===== config.mk =====
export PLATFORM = sky130hd
export DESIGN_NAME = cmd_fetch_arb
export DESIGN_NICKNAME = d
export VERILOG_FILES = /design/src/rtl/cfa_pkg.sv /design/src/rtl/cfa_sq_ring.sv /design/src/rtl/cfa_starve_guard.sv /design/src/rtl/cfa_fetch_arb.sv /design/src/rtl/cfa_cq_post.sv /design/src/rtl/cmd_fetch_arb.sv
export SDC_FILE = /design/constraint.sdc
export NUM_CORES = 1
export LEC_CHECK = 0
export BUFFER_PORTS_ARGS = -buffer_cell sky130_fd_sc_hd__buf_2
export CAP_MARGIN = 5
export CORE_MARGIN = 2
export CORE_UTILIZATION = 54
export DETAILED_ROUTE_END_ITERATION = 10
export GPL_TIMING_DRIVEN = 0
export HOLD_SLACK_MARGIN = 0.06
export PLACE_DENSITY = 0.78
export SLEW_MARGIN = 0
export SYNTH_ARGS = -nofsm -noshare
export SYNTH_HDL_FRONTEND = slang
export SYNTH_HIERARCHICAL = 1
export SYNTH_SLANG_ARGS = --single-unit
export TNS_END_PERCENT = 1

===== constraint.sdc =====
create_clock -name clk -period 3.21 [get_ports clk]
set_input_delay 0.642 -clock clk [delete_from_list [all_inputs] [get_ports clk]]
set_output_delay 0.642 -clock clk [all_outputs]
set_load 0.005 [all_outputs]

===== src/rtl/cfa_pkg.sv =====
`timescale 1ns/1ps
package cfa_pkg;
    typedef enum logic [1:0] {
        DB_LAT_TAIL = 2'd0,
        DB_THR_TAIL = 2'd1,
        DB_CQ_HEAD  = 2'd2,
        DB_UNUSED   = 2'd3
    } db_sel_e;

    typedef enum logic {
        RING_LAT = 1'b0,
        RING_THR = 1'b1
    } ring_e;
endpackage


===== src/rtl/cfa_sq_ring.sv =====
`timescale 1ns/1ps
// Head/tail bookkeeping for one submission ring with doorbell validation.
module cfa_sq_ring #(
    parameter int IDX_W = 4
) (
    input  logic             clk,
    input  logic             rst_n,
    input  logic             db_we,
    input  logic [IDX_W-1:0] db_tail,
    input  logic             fetch_done,
    output logic [IDX_W-1:0] head_o,
    output logic             pending_o,
    output logic             reject_o
);
    typedef struct packed {
        logic [IDX_W-1:0] head;
        logic [IDX_W-1:0] tail;
    } ring_st_t;

    ring_st_t st_d, st_q;
    logic [IDX_W-1:0] room_w;
    logic [IDX_W-1:0] step_w;

    always_comb begin
        st_d     = st_q;
        reject_o = 1'b0;
        // free slots before the tail would run into the head
        room_w   = st_q.head - st_q.tail - 1'b1;
        step_w   = db_tail - st_q.tail;
        if (db_we) begin
            if (step_w > room_w) begin
                reject_o = 1'b1;
            end else begin
                st_d.tail = db_tail;
            end
        end
        if (fetch_done) begin
            st_d.head = st_q.head + 1'b1;
        end
    end

    always_ff @(posedge clk) begin
        if (!rst_n) begin
            st_q <= '0;
        end else begin
            st_q <= st_d;
        end
    end

    assign head_o    = st_q.head;
    assign pending_o = (st_q.head != st_q.tail);
endmodule


===== src/rtl/cfa_starve_guard.sv =====
`timescale 1ns/1ps
// Counts consecutive latency fetches; forces a throughput pick at the limit.
module cfa_starve_guard #(
    parameter int LIMIT = 64
) (
    input  logic clk,
    input  logic rst_n,
    input  logic lat_done,
    input  logic thr_done,
    input  logic thr_pend,
    output logic force_thr
);
    generate
        if (LIMIT > 0) begin : g_on
            localparam int CW = $clog2(LIMIT + 1);
            localparam logic [CW-1:0] LIM = CW'(LIMIT);
            logic [CW-1:0] run_d, run_q;

            always_comb begin
                run_d = run_q;
                if (thr_done) begin
                    run_d = '0;
                end else if (lat_done && (run_q != LIM)) begin
                    run_d = run_q + 1'b1;
                end
            end

            always_ff @(posedge clk) begin
                if (!rst_n) begin
                    run_q <= '0;
                end else begin
                    run_q <= run_d;
                end
            end

            assign force_thr = thr_pend && (run_q == LIM);
        end else begin : g_off
            assign force_thr = 1'b0;
        end
    endgenerate
endmodule


===== src/rtl/cfa_fetch_arb.sv =====
`timescale 1ns/1ps
// Picks a ring, keeps a single read in flight, forwards returned commands.
module cfa_fetch_arb
    import cfa_pkg::*;
#(
    parameter int IDX_W  = 4,
    parameter int ADDR_W = 16,
    parameter int CMD_W  = 32,
    parameter logic [ADDR_W-1:0] LAT_BASE = '0,
    parameter logic [ADDR_W-1:0] THR_BASE = '0
) (
    input  logic              clk,
    input  logic              rst_n,
    input  logic              lat_pend,
    input  logic              thr_pend,
    input  logic [IDX_W-1:0]  lat_head,
    input  logic [IDX_W-1:0]  thr_head,
    input  logic              force_thr,
    output logic              rd_req_valid,
    output logic [ADDR_W-1:0] rd_req_addr,
    input  logic              rd_rsp_valid,
    input  logic [CMD_W-1:0]  rd_rsp_data,
    output logic              lat_done,
    output logic              thr_done,
    output logic              cmd_valid,
    output logic [CMD_W-1:0]  cmd_data,
    output logic              cmd_ring
);
    typedef struct packed {
        logic              busy;
        ring_e             sel;
        logic              req_v;
        logic [ADDR_W-1:0] req_addr;
        logic              cmd_v;
        logic [CMD_W-1:0]  cmd_data;
        ring_e             cmd_ring;
    } arb_st_t;

    arb_st_t st_d, st_q;

    always_comb begin
        st_d       = st_q;
        st_d.req_v = 1'b0;
        st_d.cmd_v = 1'b0;
        lat_done   = st_q.busy && rd_rsp_valid && (st_q.sel == RING_LAT);
        thr_done   = st_q.busy && rd_rsp_valid && (st_q.sel == RING_THR);
        if (!st_q.busy) begin
            if (thr_pend && (force_thr || !lat_pend)) begin
                st_d.busy     = 1'b1;
                st_d.sel      = RING_THR;
                st_d.req_v    = 1'b1;
                st_d.req_addr = THR_BASE + ADDR_W'(thr_head);
            end else if (lat_pend) begin
                st_d.busy     = 1'b1;
                st_d.sel      = RING_LAT;
                st_d.req_v    = 1'b1;
                st_d.req_addr = LAT_BASE + ADDR_W'(lat_head);
            end
        end else if (rd_rsp_valid) begin
            st_d.busy     = 1'b0;
            st_d.cmd_v    = 1'b1;
            st_d.cmd_data = rd_rsp_data;
            st_d.cmd_ring = st_q.sel;
        end
    end

    always_ff @(posedge clk) begin
        if (!rst_n) begin
            st_q <= '0;
        end else begin
            st_q <= st_d;
        end
    end

    assign rd_req_valid = st_q.req_v;
    assign rd_req_addr  = st_q.req_addr;
    assign cmd_valid    = st_q.cmd_v;
    assign cmd_data     = st_q.cmd_data;
    assign cmd_ring     = st_q.cmd_ring;
endmodule


===== src/rtl/cfa_cq_post.sv =====
`timescale 1ns/1ps
// Shared completion ring: entry writes, phase tracking, head doorbell.
module cfa_cq_post #(
    parameter int IDX_W  = 4,
    parameter int TAG_W  = 8,
    parameter int ADDR_W = 16,
    parameter logic [ADDR_W-1:0] CQ_BASE = '0,
    localparam int ENT_W = 2 + IDX_W + TAG_W
) (
    input  logic              clk,
    input  logic              rst_n,
    input  logic              cpl_valid,
    input  logic              cpl_ring,
    input  logic [TAG_W-1:0]  cpl_tag,
    input  logic [IDX_W-1:0]  lat_head,
    input  logic [IDX_W-1:0]  thr_head,
    input  logic              hd_we,
    input  logic [IDX_W-1:0]  hd_val,
    output logic              cpl_ready,
    output logic              cq_wr_en,
    output logic [ADDR_W-1:0] cq_wr_addr,
    output logic [ENT_W-1:0]  cq_wr_data,
    output logic              reject_o
);
    typedef struct packed {
        logic [IDX_W-1:0]  head;
        logic [IDX_W-1:0]  tail;
        logic              phase;
        logic              wr_en;
        logic [ADDR_W-1:0] wr_addr;
        logic [ENT_W-1:0]  wr_data;
    } cq_st_t;

    cq_st_t st_d, st_q;
    logic [IDX_W-1:0] tail_inc_w;
    logic [IDX_W-1:0] used_w;
    logic [IDX_W-1:0] step_w;
    logic [IDX_W-1:0] src_head_w;
    logic             full_w;

    always_comb begin
        st_d       = st_q;
        st_d.wr_en = 1'b0;
        reject_o   = 1'b0;
        tail_inc_w = st_q.tail + 1'b1;
        full_w     = (tail_inc_w == st_q.head);
        used_w     = st_q.tail - st_q.head;
        step_w     = hd_val - st_q.head;
        src_head_w = cpl_ring ? thr_head : lat_head;
        if (cpl_valid && !full_w) begin
            st_d.wr_en   = 1'b1;
            st_d.wr_addr = CQ_BASE + ADDR_W'(st_q.tail);
            st_d.wr_data = {st_q.phase, cpl_ring, src_head_w, cpl_tag};
            st_d.tail    = tail_inc_w;
            if (st_q.tail == '1) begin
                st_d.phase = ~st_q.phase;
            end
        end
        if (hd_we) begin
            if (step_w > used_w) begin
                reject_o = 1'b1;
            end else begin
                st_d.head = hd_val;
            end
        end
    end

    always_ff @(posedge clk) begin
        if (!rst_n) begin
            st_q       <= '0;
            st_q.phase <= 1'b1;
        end else begin
            st_q <= st_d;
        end
    end

    assign cpl_ready  = !full_w;
    assign cq_wr_en   = st_q.wr_en;
    assign cq_wr_addr = st_q.wr_addr;
    assign cq_wr_data = st_q.wr_data;
endmodule


===== src/rtl/cmd_fetch_arb.sv =====
`timescale 1ns/1ps
module cmd_fetch_arb
    import cfa_pkg::*;
#(
    parameter int DEPTH        = 16,
    parameter int ADDR_W       = 16,
    parameter int CMD_W        = 32,
    parameter int TAG_W        = 8,
    parameter int STARVE_LIMIT = 64,
    parameter logic [ADDR_W-1:0] LAT_BASE = 16'h0100,
    parameter logic [ADDR_W-1:0] THR_BASE = 16'h0200,
    parameter logic [ADDR_W-1:0] CQ_BASE  = 16'h0300,
    localparam int IDX_W = $clog2(DEPTH),
    localparam int CQE_W = 2 + IDX_W + TAG_W
) (
    input  logic              clk,
    input  logic              rst_n,
    input  logic              db_wr_en,
    input  logic [1:0]        db_sel,
    input  logic [IDX_W-1:0]  db_value,
    output logic              rd_req_valid,
    output logic [ADDR_W-1:0] rd_req_addr,
    input  logic              rd_rsp_valid,
    input  logic [CMD_W-1:0]  rd_rsp_data,
    output logic              cmd_valid,
    output logic [CMD_W-1:0]  cmd_data,
    output logic              cmd_ring,
    input  logic              cpl_valid,
    input  logic              cpl_ring,
    input  logic [TAG_W-1:0]  cpl_tag,
    output logic              cpl_ready,
    output logic              cq_wr_en,
    output logic [ADDR_W-1:0] cq_wr_addr,
    output logic [CQE_W-1:0]  cq_wr_data,
    output logic              err_overflow
);
    db_sel_e          sel_w;
    logic             we_lat, we_thr, we_cq;
    logic             lat_pend, thr_pend;
    logic [IDX_W-1:0] lat_head, thr_head;
    logic             rej_lat, rej_thr, rej_cq;
    logic             lat_done, thr_done, force_thr;
    logic             err_d, err_q;

    always_comb begin
        sel_w  = db_sel_e'(db_sel);
        we_lat = db_wr_en && (sel_w == DB_LAT_TAIL);
        we_thr = db_wr_en && (sel_w == DB_THR_TAIL);
        we_cq  = db_wr_en && (sel_w == DB_CQ_HEAD);
        err_d  = err_q | rej_lat | rej_thr | rej_cq;
    end

    cfa_sq_ring #(.IDX_W(IDX_W)) u_lat_ring (
        .clk(clk), .rst_n(rst_n), .db_we(we_lat), .db_tail(db_value),
        .fetch_done(lat_done), .head_o(lat_head), .pending_o(lat_pend),
        .reject_o(rej_lat)
    );

    cfa_sq_ring #(.IDX_W(IDX_W)) u_thr_ring (
        .clk(clk), .rst_n(rst_n), .db_we(we_thr), .db_tail(db_value),
        .fetch_done(thr_done), .head_o(thr_head), .pending_o(thr_pend),
        .reject_o(rej_thr)
    );

    cfa_starve_guard #(.LIMIT(STARVE_LIMIT)) u_guard (
        .clk(clk), .rst_n(rst_n), .lat_done(lat_done), .thr_done(thr_done),
        .thr_pend(thr_pend), .force_thr(force_thr)
    );

    cfa_fetch_arb #(
        .IDX_W(IDX_W), .ADDR_W(ADDR_W), .CMD_W(CMD_W),
        .LAT_BASE(LAT_BASE), .THR_BASE(THR_BASE)
    ) u_arb (
        .clk(clk), .rst_n(rst_n), .lat_pend(lat_pend), .thr_pend(thr_pend),
        .lat_head(lat_head), .thr_head(thr_head), .force_thr(force_thr),
        .rd_req_valid(rd_req_valid), .rd_req_addr(rd_req_addr),
        .rd_rsp_valid(rd_rsp_valid), .rd_rsp_data(rd_rsp_data),
        .lat_done(lat_done), .thr_done(thr_done), .cmd_valid(cmd_valid),
        .cmd_data(cmd_data), .cmd_ring(cmd_ring)
    );

    cfa_cq_post #(
        .IDX_W(IDX_W), .TAG_W(TAG_W), .ADDR_W(ADDR_W), .CQ_BASE(CQ_BASE)
    ) u_cq (
        .clk(clk), .rst_n(rst_n), .cpl_valid(cpl_valid), .cpl_ring(cpl_ring),
        .cpl_tag(cpl_tag), .lat_head(lat_head), .thr_head(thr_head),
        .hd_we(we_cq), .hd_val(db_value), .cpl_ready(cpl_ready),
        .cq_wr_en(cq_wr_en), .cq_wr_addr(cq_wr_addr), .cq_wr_data(cq_wr_data),
        .reject_o(rej_cq)
    );

    always_ff @(posedge clk) begin
        if (!rst_n) begin
            err_q <= 1'b0;
        end else begin
            err_q <= err_d;
        end
    end

    assign err_overflow = err_q;
endmodule


==> results.yml <==
placement:
  dp_hpwl_mm: 9.196
  place_area_um2: 6397
  io_buffers: 114
  dp_slack_ps: 336.9
  place_inst: 908
  routabilityCongestion: 0.8330
finish:
  fin_cells: 924
  nNetsFinal: 876
  syn2layout_area_growth_pct: 17.66
  multi_input_area_um2: 2828
  final_area_um2: 6576
  seqCellArea_um2: 1902
  antennaDiodeCount: 0
  fill_cells: 935
  drive_above_1_share_pct: 30.96
  final_util_pct: 64.57
route:
  drc_errors: 0
  vias_per_cell: 4.920
  routed_wl_mm: 11.62
  first_pass_iters: 4
  route.detailed.wl_per_inst_um: 12.58
  vias: 4546
  detail_route.iter0.violations: 162
  drtAntennaViolNets: 0
sta:
  finClkSkew_ps: 9.226
  relSlewSlack_pct: 54.37
  fin_crit_ps: 2725
  slew_viol_final: 0
  min_period_over_period_pct: 84.89
  tightest_slew_ps: 681.9
  setup_viol: 0
  finalHoldViolations: 0
  tns_ps: 0
  worst_slack_ps: 485.1
  fmax_mhz: 367.0
  rsz0062_at_grt: "false"
synthesis:
  synth.most_common_cell: "nand2_1"
  synth_top_area_cell: "dfxtp_1"
  synth_edf_count: 0
  syn_area_um2: 5589
  yosysSeqAreaShare_pct: 34.03
  syn_avg_cell_area_um2: 8.733
  synth_top_area_share_pct: 34.03
  yosys-top-cells-area: "dfxtp_1 34%, buf_4 12%, nand2_1 8.0%, ha_1 7.8%, a21boi_1 4.2%"
  synth-seq-cells: 95
  ys_warn_count: 6
  ys_async_sr_fraction_pct: 0
  synth_commonest_cells: "119 x nand2_1, 95 x dfxtp_1, 88 x buf_4, 35 x ha_1, 32 x inv_1"
  synthFlopType: "dfxtp_1"
  yosysUniqueCellTypes: 54
  syn_inst: 640
clocking:
  cts_root_buf: "clkbuf_8"
  clk_latency_ps: 350
  clkTransAtPathRegs_ps: 100
  clock_sinks: 95
  cts_buffer_depth: 2
  ctsHoldBuffers: 0
  cts_tree: "built"
  post_cts_buffers: 0
  cts_resized: 0
  numCtsBuffers: 9
  htreeDepth: 3
floorplan:
  die_area_um2: 11180
  core_region_area_um2: 10180
  dieWidth_um: 105.7
  io_pins: 136
  start_util_pct: 54.88
  die_h_um: 105.7
  rows: 37
grt:
  grt_pass1_vias: 4441
  grt_max_degree: 19
  antenna_found_initial: 0
  grt_pass1_wl_mm: 19.49
  grt_overflow: 0
  track_usage_pct: 21.15
worst_setup_path:
  required_ps: 2570
  criticalPathCategory: "reg -> out"
  start_kind: "flip-flop"
  worst_setup_path_end_kind: "primary output"
  cp_max_fo: 7
  arrival_ps: 2080
power_and_ir_drop:
  peakVddDrop_mv: 0.2412
  leakagePower_nw: 3.182
  powerDensity_nw_per_um2: 483.4
status:
  status: "completed"
worst_hold_path:
  hp-class: "reg -> reg"
job:
  cap_violations: 0
## through the flow
stage / hold WS (ps) / total power [mW]
2_1_floorplan: 428.8 / 2.168
6_report: 458.6 / 3.179
5_1_grt: 478.7 / 3.407
3_3_place_gp: 439.0 / 2.438
3_5_place_dp: 446.8 / 2.483
4_1_cts: 462.5 / 3.212
## state kept, by name (all words and copies together) (netlist names), 4 cells and up
signal              flops
u_arb/cmd_data         32
u_arb/rd_req_addr       6
u_cq/cq_wr_addr         5
u_cq/cq_wr_data        14
u_cq/st_q               9
u_guard/g_on.run_q      7
u_lat_ring/head_o       4
u_lat_ring/st_q         4
u_thr_ring/head_o       4
u_thr_ring/st_q         4
## final cells by class
cell class	instances	share of cell area, %
clock buffer	9	1.884
sequential	95	28.92
multi-input combinational	420	43.00
tap	136	2.588
clock inverter	7	0.8371
inverter	33	1.884
buffer	110	12.21
timing repair buffer	114	8.676
## layout by cell type, fill, tap and decap left out, drive strengths merged, types with 2 or more instances in the layout
cell / instances
clkinv: 2
a21boi: 33
xor2: 11
o31a: 2
and3: 4
clkinvlp: 2
fa: 6
dfxtp: 95
nand2b: 7
ha: 35
a32o: 2
conb: 20
inv: 36
a21o: 6
buf: 215
o311a: 2
nor2: 4
o2bb2ai: 2
mux2i: 20
and2b: 2
clkbuf: 18
o21ai: 22
nand3: 19
o211a: 4
nor3: 10
and4: 3
or3: 3
nand4: 9
nand2: 120
xnor2: 22
and2: 17
and3b: 2
nor2b: 4
o21a: 2
o41a: 2
o211ai: 2
a21oi: 15
## worst paths after layout
path	startpoint	to	slack [ps]	cells after the start
worst min register to register	u_arb/cmd_data[11]	u_arb/cmd_data[11]	460	2
worst max-delay path	u_cq/st_q[33]	cpl_ready	490	5
worst max register to register	u_lat_ring/st_q[1]	err_overflow	650	9
worst min-delay path	u_arb/cmd_data[11]	u_arb/cmd_data[11]	460	2
## critical path, cell delays in order, from the launching register on
cell and delay, ps:
dfxtp_1 490, ha_1 270, xnor2_1 170, xnor2_1 170, or3_2 500, buf_2 140
## layer usage
| layer | up-vias | GRT usage (%) | share of wire, % |
|---|---|---|---|
| met3 | 24 | 2.597 | 3.5 |
| met2 | 101 | 38.39 | 51 |
| li1 | 2315 | - | - |
| met5 | - | 0 | 0 |
| met1 | 2106 | 25.34 | 43 |
| met4 | 0 | 8.177 | 2.5 |
## logic make-up after synthesis
| logic type | Yosys count | synth area share [%] |
|---|---|---|
| xor+xnor | 33 | 5.171 |
| other cells | 2 | 0.1344 |
| mux | 20 | 3.582 |
| compound gates | 100 | 13.03 |
| buf+inv | 143 | 16.59 |
| simple gates | 206 | 17.48 |
| fa+ha+maj | 41 | 9.984 |
| flops | 95 | 34.03 |
## power breakdown
group / switching [mW] / internal (mW)
Combinational: 0.522 / 0.545
Clock: 0.433 / 0.290
Sequential: 0.0831 / 1.31
Total: 1.04 / 2.14
Power figures use the tool's default switching activity.
